$ cat config.mk
export PLATFORM = sky130hd
export DESIGN_NAME = pwr_switch_guard
export DESIGN_NICKNAME = d
export VERILOG_FILES = /design/src/rtl/pwrg_pkg.sv /design/src/rtl/pwrg_rst_sync.sv /design/src/rtl/pwrg_len_reg.sv /design/src/rtl/pwrg_oc_filter.sv /design/src/rtl/pwrg_channel.sv /design/src/rtl/pwr_switch_guard.sv
export SDC_FILE = /design/constraint.sdc
export NUM_CORES = 1
export LEC_CHECK = 0
export CORE_MARGIN = 2
export CORE_UTILIZATION = 64
export CTS_CLUSTER_SIZE = 10
export DETAILED_ROUTE_END_ITERATION = 6
export DONT_BUFFER_PORTS = 1
export PLACE_DENSITY = 0.79
export SLEW_MARGIN = 20
export SYNTH_ARGS = -nofsm -noshare
export SYNTH_HDL_FRONTEND = slang
export SYNTH_SLANG_ARGS = --single-unit
export TNS_END_PERCENT = 50
$ cat constraint.sdc
create_clock -name clk -period 8.8 [get_ports clk]
set_input_delay 0.44 -clock clk [delete_from_list [all_inputs] [get_ports clk]]
set_output_delay 0.44 -clock clk [all_outputs]
set_load 0.05 [all_outputs]
$ cat src/rtl/pwrg_pkg.sv
package pwrg_pkg;
  typedef enum logic [1:0] {
    OP_OFF     = 2'b00,
    OP_ON      = 2'b01,
    OP_OVR_SET = 2'b10,
    OP_OVR_CLR = 2'b11
  } pwr_op_e;

  localparam int GLEN_W   = 4;
  localparam int GLEN_MIN = 1;
  localparam int GLEN_MAX = 10;
endpackage

$ cat src/rtl/pwrg_rst_sync.sv
module pwrg_rst_sync (
  input  logic clk,
  input  logic rst_an,
  output logic rst_sn
);
  logic [1:0] stage_q;
  logic [1:0] stage_d;

  always_comb begin
    stage_d = {stage_q[0], 1'b1};
  end

  always_ff @(posedge clk or negedge rst_an) begin
    if (!rst_an) stage_q <= 2'b00;
    else         stage_q <= stage_d;
  end

  assign rst_sn = stage_q[1];
endmodule

$ cat src/rtl/pwrg_len_reg.sv
module pwrg_len_reg
  import pwrg_pkg::*;
(
  input  logic              clk,
  input  logic              rst_n,
  input  logic              wr_en,
  input  logic [GLEN_W-1:0] wdata,
  output logic [GLEN_W-1:0] len_q
);
  localparam logic [GLEN_W-1:0] LMIN = GLEN_W'(GLEN_MIN);
  localparam logic [GLEN_W-1:0] LMAX = GLEN_W'(GLEN_MAX);

  logic [GLEN_W-1:0] clamped;
  logic [GLEN_W-1:0] len_d;

  always_comb begin
    if (wdata < LMIN)      clamped = LMIN;
    else if (wdata > LMAX) clamped = LMAX;
    else                   clamped = wdata;
    len_d = wr_en ? clamped : len_q;
  end

  always_ff @(posedge clk or negedge rst_n) begin
    if (!rst_n) len_q <= LMAX;
    else        len_q <= len_d;
  end

  assert_len_in_range_R3: assert property (@(posedge clk) disable iff (!rst_n)
    (len_q >= LMIN) && (len_q <= LMAX));

  assert_write_lands_R3: assert property (@(posedge clk) disable iff (!rst_n)
    (wr_en && wdata >= LMIN && wdata <= LMAX) |=> (len_q == $past(wdata)));
endmodule

$ cat src/rtl/pwrg_oc_filter.sv
module pwrg_oc_filter #(
  parameter int RUN_LEN = 4
) (
  input  logic clk,
  input  logic rst_n,
  input  logic oc_async,
  output logic oc_confirmed
);
  localparam int CW = $clog2(RUN_LEN + 1);
  localparam logic [CW-1:0] RUN_TOP = CW'(RUN_LEN);

  logic          s1_q, s2_q;
  logic [CW-1:0] run_q, run_d;

  always_comb begin
    if (!s2_q)                run_d = '0;
    else if (run_q == RUN_TOP) run_d = run_q;
    else                      run_d = run_q + CW'(1);
  end

  always_ff @(posedge clk or negedge rst_n) begin
    if (!rst_n) begin
      s1_q  <= 1'b0;
      s2_q  <= 1'b0;
      run_q <= '0;
    end else begin
      s1_q  <= oc_async;
      s2_q  <= s1_q;
      run_q <= run_d;
    end
  end

  assign oc_confirmed = (run_q == RUN_TOP);

  assert_confirm_needs_run_R4: assert property (@(posedge clk) disable iff (!rst_n)
    oc_confirmed |-> (s2_q || $past(s2_q)) && $past(oc_confirmed || run_q != '0));

  assert_low_clears_run_R4: assert property (@(posedge clk) disable iff (!rst_n)
    !s2_q |=> !oc_confirmed);
endmodule

$ cat src/rtl/pwrg_channel.sv
module pwrg_channel
  import pwrg_pkg::*;
#(
  parameter int STEP_CYCLES = 167800,
  localparam int GCNT_W = $clog2(GLEN_MAX * STEP_CYCLES + 1)
) (
  input  logic              clk,
  input  logic              rst_n,
  input  logic              cmd_hit,
  input  pwr_op_e           cmd_op,
  input  logic              clr_trip,
  input  logic              oc_ok,
  input  logic [GLEN_W-1:0] len,
  output logic              sw_en,
  output logic              tripped,
  output logic              ovr_on,
  output logic              guard_busy
);
  logic              sw_q, sw_d;
  logic              trip_q, trip_d;
  logic              ovr_q, ovr_d;
  logic [GCNT_W-1:0] g_q, g_d;
  logic [GCNT_W-1:0] load_val;
  logic              guard_live;
  logic              trip_now;

  assign load_val   = GCNT_W'(len) * GCNT_W'(STEP_CYCLES);
  assign guard_live = (g_q != '0);
  assign trip_now   = sw_q && oc_ok && !guard_live && !ovr_q;

  always_comb begin
    sw_d   = sw_q;
    trip_d = trip_q;
    ovr_d  = ovr_q;
    g_d    = guard_live ? g_q - GCNT_W'(1) : g_q;

    if (clr_trip) trip_d = 1'b0;

    if (cmd_hit) begin
      unique case (cmd_op)
        OP_OFF: begin
          sw_d = 1'b0;
          g_d  = '0;
        end
        OP_ON: begin
          if (!sw_q && !trip_q) begin
            sw_d = 1'b1;
            g_d  = load_val;
          end
        end
        OP_OVR_SET: ovr_d = 1'b1;
        OP_OVR_CLR: ovr_d = 1'b0;
        default: ;
      endcase
    end

    if (trip_now) begin
      sw_d   = 1'b0;
      g_d    = '0;
      trip_d = 1'b1;
    end
  end

  always_ff @(posedge clk or negedge rst_n) begin
    if (!rst_n) begin
      sw_q   <= 1'b0;
      trip_q <= 1'b0;
      ovr_q  <= 1'b0;
      g_q    <= '0;
    end else begin
      sw_q   <= sw_d;
      trip_q <= trip_d;
      ovr_q  <= ovr_d;
      g_q    <= g_d;
    end
  end

  assign sw_en      = sw_q;
  assign tripped    = trip_q;
  assign ovr_on     = ovr_q;
  assign guard_busy = guard_live;

  assert_guard_only_when_on_R2: assert property (@(posedge clk) disable iff (!rst_n)
    guard_live |-> sw_q);

  assert_trip_forces_off_R5: assert property (@(posedge clk) disable iff (!rst_n)
    $rose(trip_q) |-> !sw_q && $past(sw_q));

  assert_guard_blocks_trip_R6: assert property (@(posedge clk) disable iff (!rst_n)
    guard_live |=> !$rose(trip_q));

  assert_override_blocks_trip_R7: assert property (@(posedge clk) disable iff (!rst_n)
    ovr_q |=> !$rose(trip_q));

  assert_tripped_stays_off_R8: assert property (@(posedge clk) disable iff (!rst_n)
    trip_q |=> !$rose(sw_q));

  assert_off_cancels_guard_R9: assert property (@(posedge clk) disable iff (!rst_n)
    (cmd_hit && cmd_op == OP_OFF) |=> (!sw_q && !guard_live));
endmodule

$ cat src/rtl/pwr_switch_guard.sv
module pwr_switch_guard
  import pwrg_pkg::*;
#(
  parameter int N_INST      = 7,
  parameter int STEP_CYCLES = 167800,
  parameter int OC_RUN      = 4,
  localparam int SEL_W      = (N_INST > 1) ? $clog2(N_INST) : 1
) (
  input  logic              clk,
  input  logic              rst_n,
  input  logic              cmd_valid,
  input  logic [1:0]        cmd_op,
  input  logic [SEL_W-1:0]  cmd_sel,
  input  logic              len_wr,
  input  logic [GLEN_W-1:0] len_wdata,
  input  logic              trip_clr_wr,
  input  logic [N_INST-1:0] trip_clr_mask,
  input  logic [N_INST-1:0] oc_in,
  output logic [N_INST-1:0] sw_en,
  output logic [N_INST-1:0] tripped,
  output logic [N_INST-1:0] ovr_on,
  output logic [N_INST-1:0] guard_busy,
  output logic [GLEN_W-1:0] guard_len
);
  logic              rst_sn;
  logic [N_INST-1:0] oc_ok;
  logic [N_INST-1:0] hit;
  pwr_op_e           op;

  assign op = pwr_op_e'(cmd_op);

  pwrg_rst_sync u_rst (
    .clk    (clk),
    .rst_an (rst_n),
    .rst_sn (rst_sn)
  );

  pwrg_len_reg u_len (
    .clk   (clk),
    .rst_n (rst_sn),
    .wr_en (len_wr),
    .wdata (len_wdata),
    .len_q (guard_len)
  );

  for (genvar i = 0; i < N_INST; i++) begin : g_inst
    assign hit[i] = cmd_valid && (cmd_sel == SEL_W'(i));

    pwrg_oc_filter #(.RUN_LEN(OC_RUN)) u_filt (
      .clk          (clk),
      .rst_n        (rst_sn),
      .oc_async     (oc_in[i]),
      .oc_confirmed (oc_ok[i])
    );

    pwrg_channel #(.STEP_CYCLES(STEP_CYCLES)) u_chan (
      .clk        (clk),
      .rst_n      (rst_sn),
      .cmd_hit    (hit[i]),
      .cmd_op     (op),
      .clr_trip   (trip_clr_wr && trip_clr_mask[i]),
      .oc_ok      (oc_ok[i]),
      .len        (guard_len),
      .sw_en      (sw_en[i]),
      .tripped    (tripped[i]),
      .ovr_on     (ovr_on[i]),
      .guard_busy (guard_busy[i])
    );
  end

  assert_one_channel_hit_R10: assert property (@(posedge clk) disable iff (!rst_sn)
    $onehot0(hit));

  assert_stray_sel_ignored_R10: assert property (@(posedge clk) disable iff (!rst_sn)
    (cmd_valid && (int'(cmd_sel) >= N_INST) && !trip_clr_wr && !len_wr && (oc_ok == '0))
      |=> ($countones(sw_en) <= $countones($past(sw_en))) && $stable(ovr_on));
endmodule

Yosys cells after proc, flatten, opt, wreduce, memory -nomap -nowiden
Cells that the tools add are included.
{"block": "totals", "register_bits": 209, "inputBits": 28}
{"block": "op_classes", "addsub": 14, "multipliers": 1, "magnitude_cmp": 2, "eq_ne": 30, "mux": 94, "reduce_logical": 115}
{"cell": "2-to-1 mux 21 bit", "n": 28}
{"cell": "one-hot mux 21 bit (2 select lines)", "n": 7}
{"cell": "nonzero test 21 bit", "n": 7}
{"cell": "subtractor 21 x 1 -> 21 bit (second input constant)", "n": 7}
{"cell": "logical AND 1 bit", "n": 42}
{"cell": "2-to-1 mux 3 bit", "n": 14}
{"cell": "2-to-1 mux 1 bit", "n": 35}
{"cell": "== test 3 bit (second input constant)", "n": 10}
{"cell": "nonzero test 2 bit", "n": 15}
{"cell": "logical NOT 1 bit", "n": 28}
{"cell": "adder 3 x 1 -> 3 bit (second input constant)", "n": 7}
{"cell": "inequality test 3 x 1 -> 1 bit (second input constant)", "n": 7}
{"cell": "AND reduction 3 bit", "n": 7}
{"cell": "nonzero test 3 bit", "n": 7}
{"cell": "multiplier 4 x 15 -> 18 bit (second input constant)", "n": 1}
{"cell": "one-hot mux 1 bit (2 select lines)", "n": 8}
{"cell": "inequality test 2 bit (second input constant)", "n": 7}
{"cell": "AND reduction 2 bit", "n": 7}
{"cell": "2-to-1 mux 4 bit", "n": 2}
{"cell": "== test 3 x 2 -> 1 bit (second input constant)", "n": 2}
{"cell": "== test 2 bit (second input constant)", "n": 2}
{"cell": "> comparator 4 bit (second input constant)", "n": 1}
{"cell": "< comparator 4 x 1 -> 1 bit (second input constant)", "n": 1}
{"cell": "== test 3 x 1 -> 1 bit (second input constant)", "n": 1}
{"cell": "other kinds (3)", "n": 3}

Depth between registers and ports, before layout
Gate-level depths: netlist of run 1.
{"block": "logic_depth", "depth_word": 6, "ltp_mapped": 14}

Cells and area by module
From an unflattened synthesis of run 1, not the netlist that was laid out.
{"block": "hier_totals", "hier_cells": 1985, "area_unflattened_um2": 18054.8}
{"mod": "pwrg_channel at g_inst[0].u_chan ...", "instances": 2, "cells_each": 269, "area_each_um2": 2367.3, "seq_area_each_um2": 600.6}
{"mod": "pwrg_channel at g_inst[2].u_chan ...", "instances": 2, "cells_each": 252, "area_each_um2": 2232.1, "seq_area_each_um2": 600.6}
{"mod": "pwrg_channel at g_inst[1].u_chan", "instances": 1, "cells_each": 255, "area_each_um2": 2338.5, "seq_area_each_um2": 600.6}
{"mod": "pwrg_channel at g_inst[4].u_chan", "instances": 1, "cells_each": 258, "area_each_um2": 2318.5, "seq_area_each_um2": 600.6}
{"mod": "pwrg_channel at g_inst[6].u_chan", "instances": 1, "cells_each": 264, "area_each_um2": 2294.7, "seq_area_each_um2": 600.6}
{"mod": "pwrg_oc_filter", "instances": 7, "cells_each": 19, "area_each_um2": 221.5, "seq_area_each_um2": 125.1}
{"mod": "pwrg_len_reg", "instances": 1, "cells_each": 16, "area_each_um2": 170.2, "seq_area_each_um2": 102.6}
{"mod": "pwr_switch_guard", "instances": 1, "cells_each": 14, "area_each_um2": 130.1, "seq_area_each_um2": 0.0}
{"mod": "pwrg_rst_sync", "instances": 1, "cells_each": 3, "area_each_um2": 53.8, "seq_area_each_um2": 50.0}

Worst setup path after synthesis of run 1
OpenSTA, ideal clock, no wires.
{"block": "synth_path", "kind": "register to register", "from": "reg u_len.len_q[0]", "to": "reg g_inst[4].u_chan.g_q[15]", "setup_time_ps": 83, "arrival_time_ps": 3800, "required_time_ps": 8717, "slack_ps": 4917, "stages_incl_launch_ff": 14, "period_less_slack_ps": 3883, "cell_sequence": "dfrtp_1 -> clkinv_1 -> fa_1 -> inv_1 -> ha_1 -> buf_2 -> nor2b_1 -> o2111ai_1 -> nand4_1 -> and3_1 -> clkbuf_1 -> or2_2 -> clkbuf_1 -> o22ai_1"}
{"block": "synth_via", "elab_chain_len": 5}
{"item": "start: declaration", "line": "pwrg_len_reg.sv:8", "source": "output logic [GLEN_W-1:0] len_q"}
{"item": "start signal: assignment", "line": "pwrg_len_reg.sv:25", "source": "else len_q <= len_d;"}
{"item": "multiplier 4 x 15 -> 18 bit", "line": "pwrg_channel.sv:27", "source": "assign load_val = GCNT_W'(len) * GCNT_W'(STEP_CYCLES);"}
{"item": "2-to-1 mux 21 bit", "line": "pwrg_channel.sv:46", "source": "if (!sw_q && !trip_q) begin"}
{"item": "one-hot mux 21 bit (2 select lines)", "line": "pwrg_channel.sv:40", "source": "unique case (cmd_op)"}
{"item": "2-to-1 mux 21 bit", "line": "pwrg_channel.sv:39", "source": "if (cmd_hit) begin"}
{"item": "2-to-1 mux 21 bit", "line": "pwrg_channel.sv:57", "source": "if (trip_now) begin"}
{"item": "named net g_inst[4].u_chan.g_d[15]", "line": "pwrg_channel.sv:22", "source": "logic [GCNT_W-1:0] g_q, g_d;"}
{"item": "end signal: assignment", "line": "pwrg_channel.sv:74", "source": "g_q <= g_d;"}
{"item": "end: declaration", "line": "pwrg_channel.sv:22"}
The timed path passes the listed nets, and every way through them passes these cells.
A chain may end at the register's enable or synchronous reset.

Worst setup path in the final report of run 1
{"block": "layout_path", "from": "reg u_len.len_q[0]", "to": "reg g_inst[0].u_chan.g_q[19]"}
{"block": "layout_via", "elab_chain_len": 5}
{"item": "multiplier 4 x 15 -> 18 bit", "line": "pwrg_channel.sv:27"}
{"item": "2-to-1 mux 21 bit", "line": "pwrg_channel.sv:46"}
{"item": "one-hot mux 21 bit (2 select lines)", "line": "pwrg_channel.sv:40"}
{"item": "2-to-1 mux 21 bit", "line": "pwrg_channel.sv:39"}
{"item": "2-to-1 mux 21 bit", "line": "pwrg_channel.sv:57"}
{"item": "named net g_inst[0].u_chan.g_d[19]", "line": "pwrg_channel.sv:22"}
{"item": "end signal: assignment", "line": "pwrg_channel.sv:74"}
{"item": "end: declaration", "line": "pwrg_channel.sv:22"}
The timed path passes the listed nets, and every way through them passes these cells.

==> flow_metrics.tcl, run 1 <==
set metrics [dict create \
    die_area_sq_um 20100 \
    ys_top_cells_by_count "dfrtp_1, nand2_1, o22ai_1, nor2_1, xnor2_1" \
    max_freq_ghz 0.201 \
    power_mw 4.10 \
    critPathLaunchType "flip-flop" \
    start_util_pct 65.1 \
    synth_most_common_cell "dfrtp_1" \
    leakage_nw 5.31 \
    die_h_microns 142 \
    cp_slowest_cell "dfrtp_1" \
    rows 50 \
    cts_tree "done" \
    ys_ff_latch 209 \
    syn-num-nets 1342 \
    cap_violations 0 \
    crit_path_max_incr_delay_ps 990 \
    cts_setup_buffers 0 \
    ir_worst_vdd_uv 211 \
    fin_crit_ps 4970 \
    area_delta_synth_final_pct 7.17 \
    root_buffer "clkbuf_16" \
    rsz0062_at_grt "false" \
    maxSlewViolCount 0 \
    synth_cell_type_count 87 \
    synth_top_area_share_pct 42.6 \
    ys_seq_area_share_pct 43.0 \
    nNetsFinal 1328 \
    wl_microns 31100 \
    cts_resized 0 \
    fillCellCount 1379 \
    worstMarginPinSlew_ps 1170 \
    netlist_top_cells_area "dfrtp_1, xnor2_1, o22ai_1, ha_1, xor2_1" \
    synth_edf_count 0 \
    ant_nets 0 \
    grtUsageTotal_pct 31.5 \
    cts_max_level 1 \
    synthFlopType "dfrtp_1" \
    numClockSinks 209 \
    crit_family "simple AND/OR/NAND/NOR gates" \
    async_flop_share_pct 100 \
    seqCellArea_sq_um 5240 \
    skew_ps 9.81 \
    clk_pin_slew_ps 60 \
    worstSetupEndpointType "flip-flop" \
    vias_per_cell 6.58 \
    dp_slack_ps 3640 \
    grt_overflow 0 \
    power.density_nw_per_um2 315 \
    clockBufferDepth 3 \
    crit_type "reg -> reg" \
    hold_violations 0 \
    setup-violations-final 0 \
    wire_per_inst_microns 20.8 \
    yosys.area.top_type "dfrtp_1" \
    postCtsHoldBufs 10 \
    status "complete, no violations" \
    dr.first_iter.drc_count 839 \
    cp.arrival_ps 5320 \
    multi_input_area_sq_um 6360 \
    min_path_type "in -> reg" \
    grt_pass1_wl_microns 50100 \
    slew_headroom_pct 21.5 \
    die_w_microns 142 \
    gp_congestion 0.923 \
    clk_latency_ps 520 \
    syn_area_per_cell_sq_um 9.62 \
    drive_gt1_share_pct 7.20 \
    grt_max_degree 78 \
    antenna_found_initial 0 \
    synth.cell_area_sq_um 12200 \
    yosysWarnings 0 \
    tns_ps 0 \
    crit_chain "clkinv_1 -> fa_1 -> inv_1 -> ha_1 -> nor2b_1 -> o2111ai_1 -> nand4_1 -> and3_1 -> nor3_2 -> o22ai_1" \
    numCtsBuffers 25 \
    worst_slack_ps 3830 \
    first_pass_iters 5 \
    final.period_utilization_pct 56.5 \
    final_cell_count_no_fill 1499 \
    placed_cells 1447 \
    worstPathRequired_ps 9150 \
    setup.reg_to_reg.worst_slack_ps 3830 \
    crit_buf_inv 2 \
    vias 9870 \
    io_pins 60 \
    drc 0 \
    synthCells 1265 \
    hpwl_microns 21300 \
    cp_max_fo 13 \
    grt_pass1_vias 9650 \
    core_area_sq_um 18700 \
    numPortBuffers 0 \
]
registers in the layout, summed over array words and instances, names as in the netlist:
register,flops
g_inst.u_chan.tripped,7
u_rst.stage_q,2
g_inst.u_filt.s2_q,7
g_inst.u_filt.s1_q,7
u_len.len_q,4
g_inst.u_chan.sw_en,7
g_inst.u_filt.run_q,21
g_inst.u_chan.g_q,147
g_inst.u_chan.ovr_on,7
final timing paths:
| check | start | endpoint | depth (start not counted) |
|---|---|---|---|
| setup / recovery | u_len.len_q[0] | g_inst[0].u_chan.g_q[19] | 10 |
| hold / removal | len_wr | u_len.len_q[0] | 1 |
| min in group asynchronous | rst_n | u_rst.stage_q[1] | 1 |
| setup reg to reg | u_len.len_q[0] | g_inst[0].u_chan.g_q[19] | 10 |
| hold reg to reg | u_rst.stage_q[1] | g_inst[1].u_filt.run_q[2] | 0 |
| max in group asynchronous | u_rst.stage_q[1] | g_inst[3].u_chan.g_q[0] | 1 |
stage by stage:
step / area, sq um / utilization, % / hold WS (ps)
after detailed placement: 12200 / 65.1 / 145
after floorplan: 12200 / - / 144
after global placement: 12200 / 65.1 / 145
final: 13000 / 69.7 / 13.0
after CTS: 13000 / 69.5 / 2.50
after global routing: 13000 / 69.7 / 7.08
layout by cell type, fill, tap and decap left out, drive strengths merged, types with 12 or more instances in the layout:
cell type  instances
nand2             99
nor2b             13
and2              14
nor4              42
or2               12
nand3             29
o22ai             97
clkbuf            39
nor3              46
and3              15
ha                42
o21ai             58
dfrtp            207
a21oi             29
or4               18
xor2              52
xnor2             69
a211oi            13
or3               24
inv               62
nor2              75
a21o              15
a31oi             14
final cells by class:
type,instances,area share [%]
well taps,234,2.25
inverters,63,1.81
clock buffers,39,5.51
multi-input cells,933,48.8
clock inverters,1,0.0672
repair buffers,19,1.38
flip-flops and latches,209,40.2
diodes,1,0.0192
logic make-up after synthesis:
logic type                 share of synthesized area [%]
and+or+nand+nor                                     20.3
buffers and inverters                               4.83
adders and majority gates                           5.47
AOI/OAI and AO/OA                                   17.0
other                                             0.0308
DFF                                                 43.0
xor gates and xnor gates                            8.71
muxes                                              0.699
worst register-to-register path, delay by kind of cell, from the launching register on:
family                     cells  cell delay, ps
buffers and inverters          2             820
DFF                            1             990
AOI/OAI and AO/OA              2             440
and+or+nand+nor                4            1590
adders and majority gates      2             960
layer usage:
layer	track usage [%]	routed length, microns	vias up
li1	-	-	4601
met1	42.2	13300	4841
met2	49.9	14400	349
met3	5.53	2020	79
met4	15.6	1410	0
met5	0	0	-
where the power goes:
part	internal (mW)	switching (mW)	leakage, nW
clock	0.553	0.384	0.353
combinational	0.589	0.858	2.35
sequential	1.29	0.428	2.60
total	2.43	1.67	5.31
Note: power is estimated with default switching activity, not from simulation.
==> run 2, diff against run 1 <==
--- a/config.mk
+++ b/config.mk
@@ -5,6 +5,7 @@
 export SDC_FILE = /design/constraint.sdc
 export NUM_CORES = 1
 export LEC_CHECK = 0
+export ABC_AREA = 1
 export CORE_MARGIN = 2
 export CORE_UTILIZATION = 64
 export CTS_CLUSTER_SIZE = 10
==> constraint.sdc (replaced) <==
create_clock -name clk -period 4.97 [get_ports clk]
set_input_delay 0.2485 -clock clk [delete_from_list [all_inputs] [get_ports clk]]
set_output_delay 0.2485 -clock clk [all_outputs]
set_load 0.05 [all_outputs]
==> run 2 against run 1 <==
Net effect:
- non-clock buffer count rose by 13
- setup slack got worse by 3000 ps
- critical path depth rose by 1
- wire length rose by 26%
- power rose by 97%
- area after synthesis rose by 12%
- largest cell class unchanged
==> flow_metrics.tcl, run 2 <==
set metrics [dict create \
    min_path_type "in -> reg" \
    seqCellArea_sq_um 5240 \
    cts_tree "done" \
    wl_microns 39400 \
    start_util_pct 65.1 \
    clk_pin_slew_ps 60 \
    hold_violations 0 \
    largest_register_ffs 147 \
    cp_max_fo 12 \
    cap_violations 0 \
    grtUsageTotal_pct 35.2 \
    ant_nets 0 \
    antenna_found_initial 1 \
    die_w_microns 150 \
    clockBufferDepth 3 \
    synth.cell_area_sq_um 13700 \
    setup.reg_to_reg.worst_slack_ps 830 \
    worst_slack_ps 827 \
    rsz0062_at_grt "false" \
    synth_top_area_share_pct 37.9 \
    leakage_nw 7.31 \
    synth_most_common_cell "nand2_1" \
    setup-violations-final 0 \
    yosys.area.top_type "dfrtp_1" \
    ys_seq_area_share_pct 38.3 \
    ys_top_cells_by_count "nand2_1, nor2_1, inv_1, dfrtp_1, nand3_1" \
    synthXorXnorAreaFrac_pct 2.82 \
    ys_ff_latch 209 \
    rows 53 \
    drive_gt1_share_pct 6.71 \
    vias_per_cell 5.91 \
    grt_overflow 0 \
    worstPathRequired_ps 5370 \
    synthSimpleGateAreaFrac_pct 32.0 \
    die_h_microns 150 \
    cts_max_level 1 \
    synthFlopType "dfrtp_1" \
    ir_worst_vdd_uv 385 \
    yosysWarnings 0 \
    hpwl_microns 28000 \
    synthCells 1877 \
    synth-adder-area-share_pct 4.87 \
    numCtsBuffers 25 \
    synth_compound_area_share_pct 12.7 \
    synthMuxAreaShare_pct 0 \
    cts_setup_buffers 0 \
    syn-num-nets 1954 \
    maxSlewViolCount 0 \
    final_cell_mix "nand2_1, nor2_1, inv_1, dfrtp_1, nand3_1" \
    netlist_top_cells_area "dfrtp_1, nand2_1, nor2_1, nand3_1, inv_1" \
    grt_max_degree 114 \
    skew_ps 13.6 \
    status "complete, no violations" \
    gp_congestion 1.02 \
    synth_cell_type_count 56 \
    cp_slowest_cell "xor2_1" \
    largest_registers "g_inst.u_chan.g_q (147), g_inst.u_filt.run_q (21)" \
    whs_ps 25.0 \
    layout_commonest_cell "nand2_1" \
    async_flop_share_pct 100 \
    power.density_nw_per_um2 551 \
    root_buffer "clkbuf_16" \
    final_cell_count_no_fill 2169 \
    wire_per_inst_microns 18.2 \
    cts_resized 0 \
    regMostFlops "g_inst.u_chan.g_q" \
    io_pins 60 \
    slew_headroom_pct 24.7 \
    first_pass_iters 5 \
    fin_crit_ps 4140 \
    syn_area_per_cell_sq_um 7.29 \
    area_delta_synth_final_pct 7.23 \
    power_mw 8.08 \
    dr.first_iter.drc_count 941 \
    post-route-util_pct 69.8 \
    crit_path_max_incr_delay_ps 880 \
    tns_ps 0 \
    critPathLaunchType "flip-flop" \
    grt_pass1_vias 12000 \
    crit_family "adder cells" \
    fillCellCount 1760 \
    final.period_utilization_pct 83.4 \
    cp_common_cell "nand2_1" \
    crit_buf_inv 1 \
    vias 12800 \
    numPortBuffers 0 \
    die_area_sq_um 22600 \
    clk_latency_ps 520 \
    max_freq_ghz 0.241 \
    core_area_sq_um 21000 \
    dp_slack_ps 907 \
    crit_chain "fa_1 -> inv_1 -> fa_1 -> fa_1 -> nand3b_1 -> nand2_1 -> nand2_1 -> nand2_1 -> xor2_1 -> or2_1 -> nand2_1" \
    worstSetupEndpointType "flip-flop" \
    numClockSinks 209 \
    placed_cells 2107 \
    drc 0 \
    synth_top_family_by_area "simple AND/OR/NAND/NOR gates" \
    multi_input_area_sq_um 7170 \
    postCtsHoldBufs 25 \
    grt_pass1_wl_microns 62000 \
    placed_cell_area_sq_um 13700 \
    cp.arrival_ps 4540 \
    synth_edf_count 0 \
    worstMarginPinSlew_ps 1130 \
    crit_type "reg -> reg" \
    design_area_sq_um 14700 \
    nNetsFinal 1961 \
]
==> run 2: cell types whose count changed in the layout (fill, tap and decap cells not counted), sizes merged, moves of 43 or more <==
| cell | change |
|---|---|
| xnor2 | -57 |
| o22ai | -83 |
| nand2 | +300 |
| nand4 | +43 |
| inv | +177 |
| nor2 | +210 |
| nand3 | +157 |
| o21ai | +95 |
==> run 2: final timing paths <==
check | from | endpoint | depth (start not counted)
max reg2reg | u_len.len_q[1] | g_inst[5].u_chan.g_q[13] | 11
min | len_wdata[3] | u_len.len_q[0] | 3
max | u_len.len_q[1] | g_inst[5].u_chan.g_q[13] | 11
min in group asynchronous | u_rst.stage_q[1] | g_inst[0].u_filt.run_q[1] | 0
min reg2reg | u_rst.stage_q[1] | g_inst[0].u_filt.run_q[1] | 0
max in group asynchronous | u_rst.stage_q[1] | g_inst[6].u_chan.g_q[8] | 1
==> run 2: area by class of cell <==
| class | count | area share (%) |
|---|---|---|
| clock buffers | 35 | 4.66 |
| diodes | 2 | 0.0341 |
| inverters | 241 | 6.19 |
| repair buffers | 32 | 2.15 |
| multi-input cells | 1375 | 48.9 |
| flip-flops and latches | 209 | 35.7 |
| well taps | 275 | 2.35 |
==> run 2: routing by layer <==
layer | global-route usage [%] | part of all wire, %
met1 | 48.0 | 43
met2 | 57.6 | 46
met3 | 5.58 | 7.3
met4 | 12.0 | 4.0
met5 | 0 | 0
==> run 2: where the power goes <==
part	leakage, nW	internal (mW)	switching (mW)
Clock	0.332	0.935	0.676
Sequential	2.61	2.28	0.690
Combinational	4.37	1.16	2.34
==> run 2: worst min-delay path, delay by kind of cell <==
family | cells | cell delay (ps)
compound gates | 3 | 250
==> run 2: cell families after synthesis <==
group | after synthesis
AOI/OAI and AO/OA | 300
DFF | 209
and+or+nand+nor | 981
xor gates and xnor gates | 44
other | 1
adders and majority gates | 49
buffers and inverters | 293
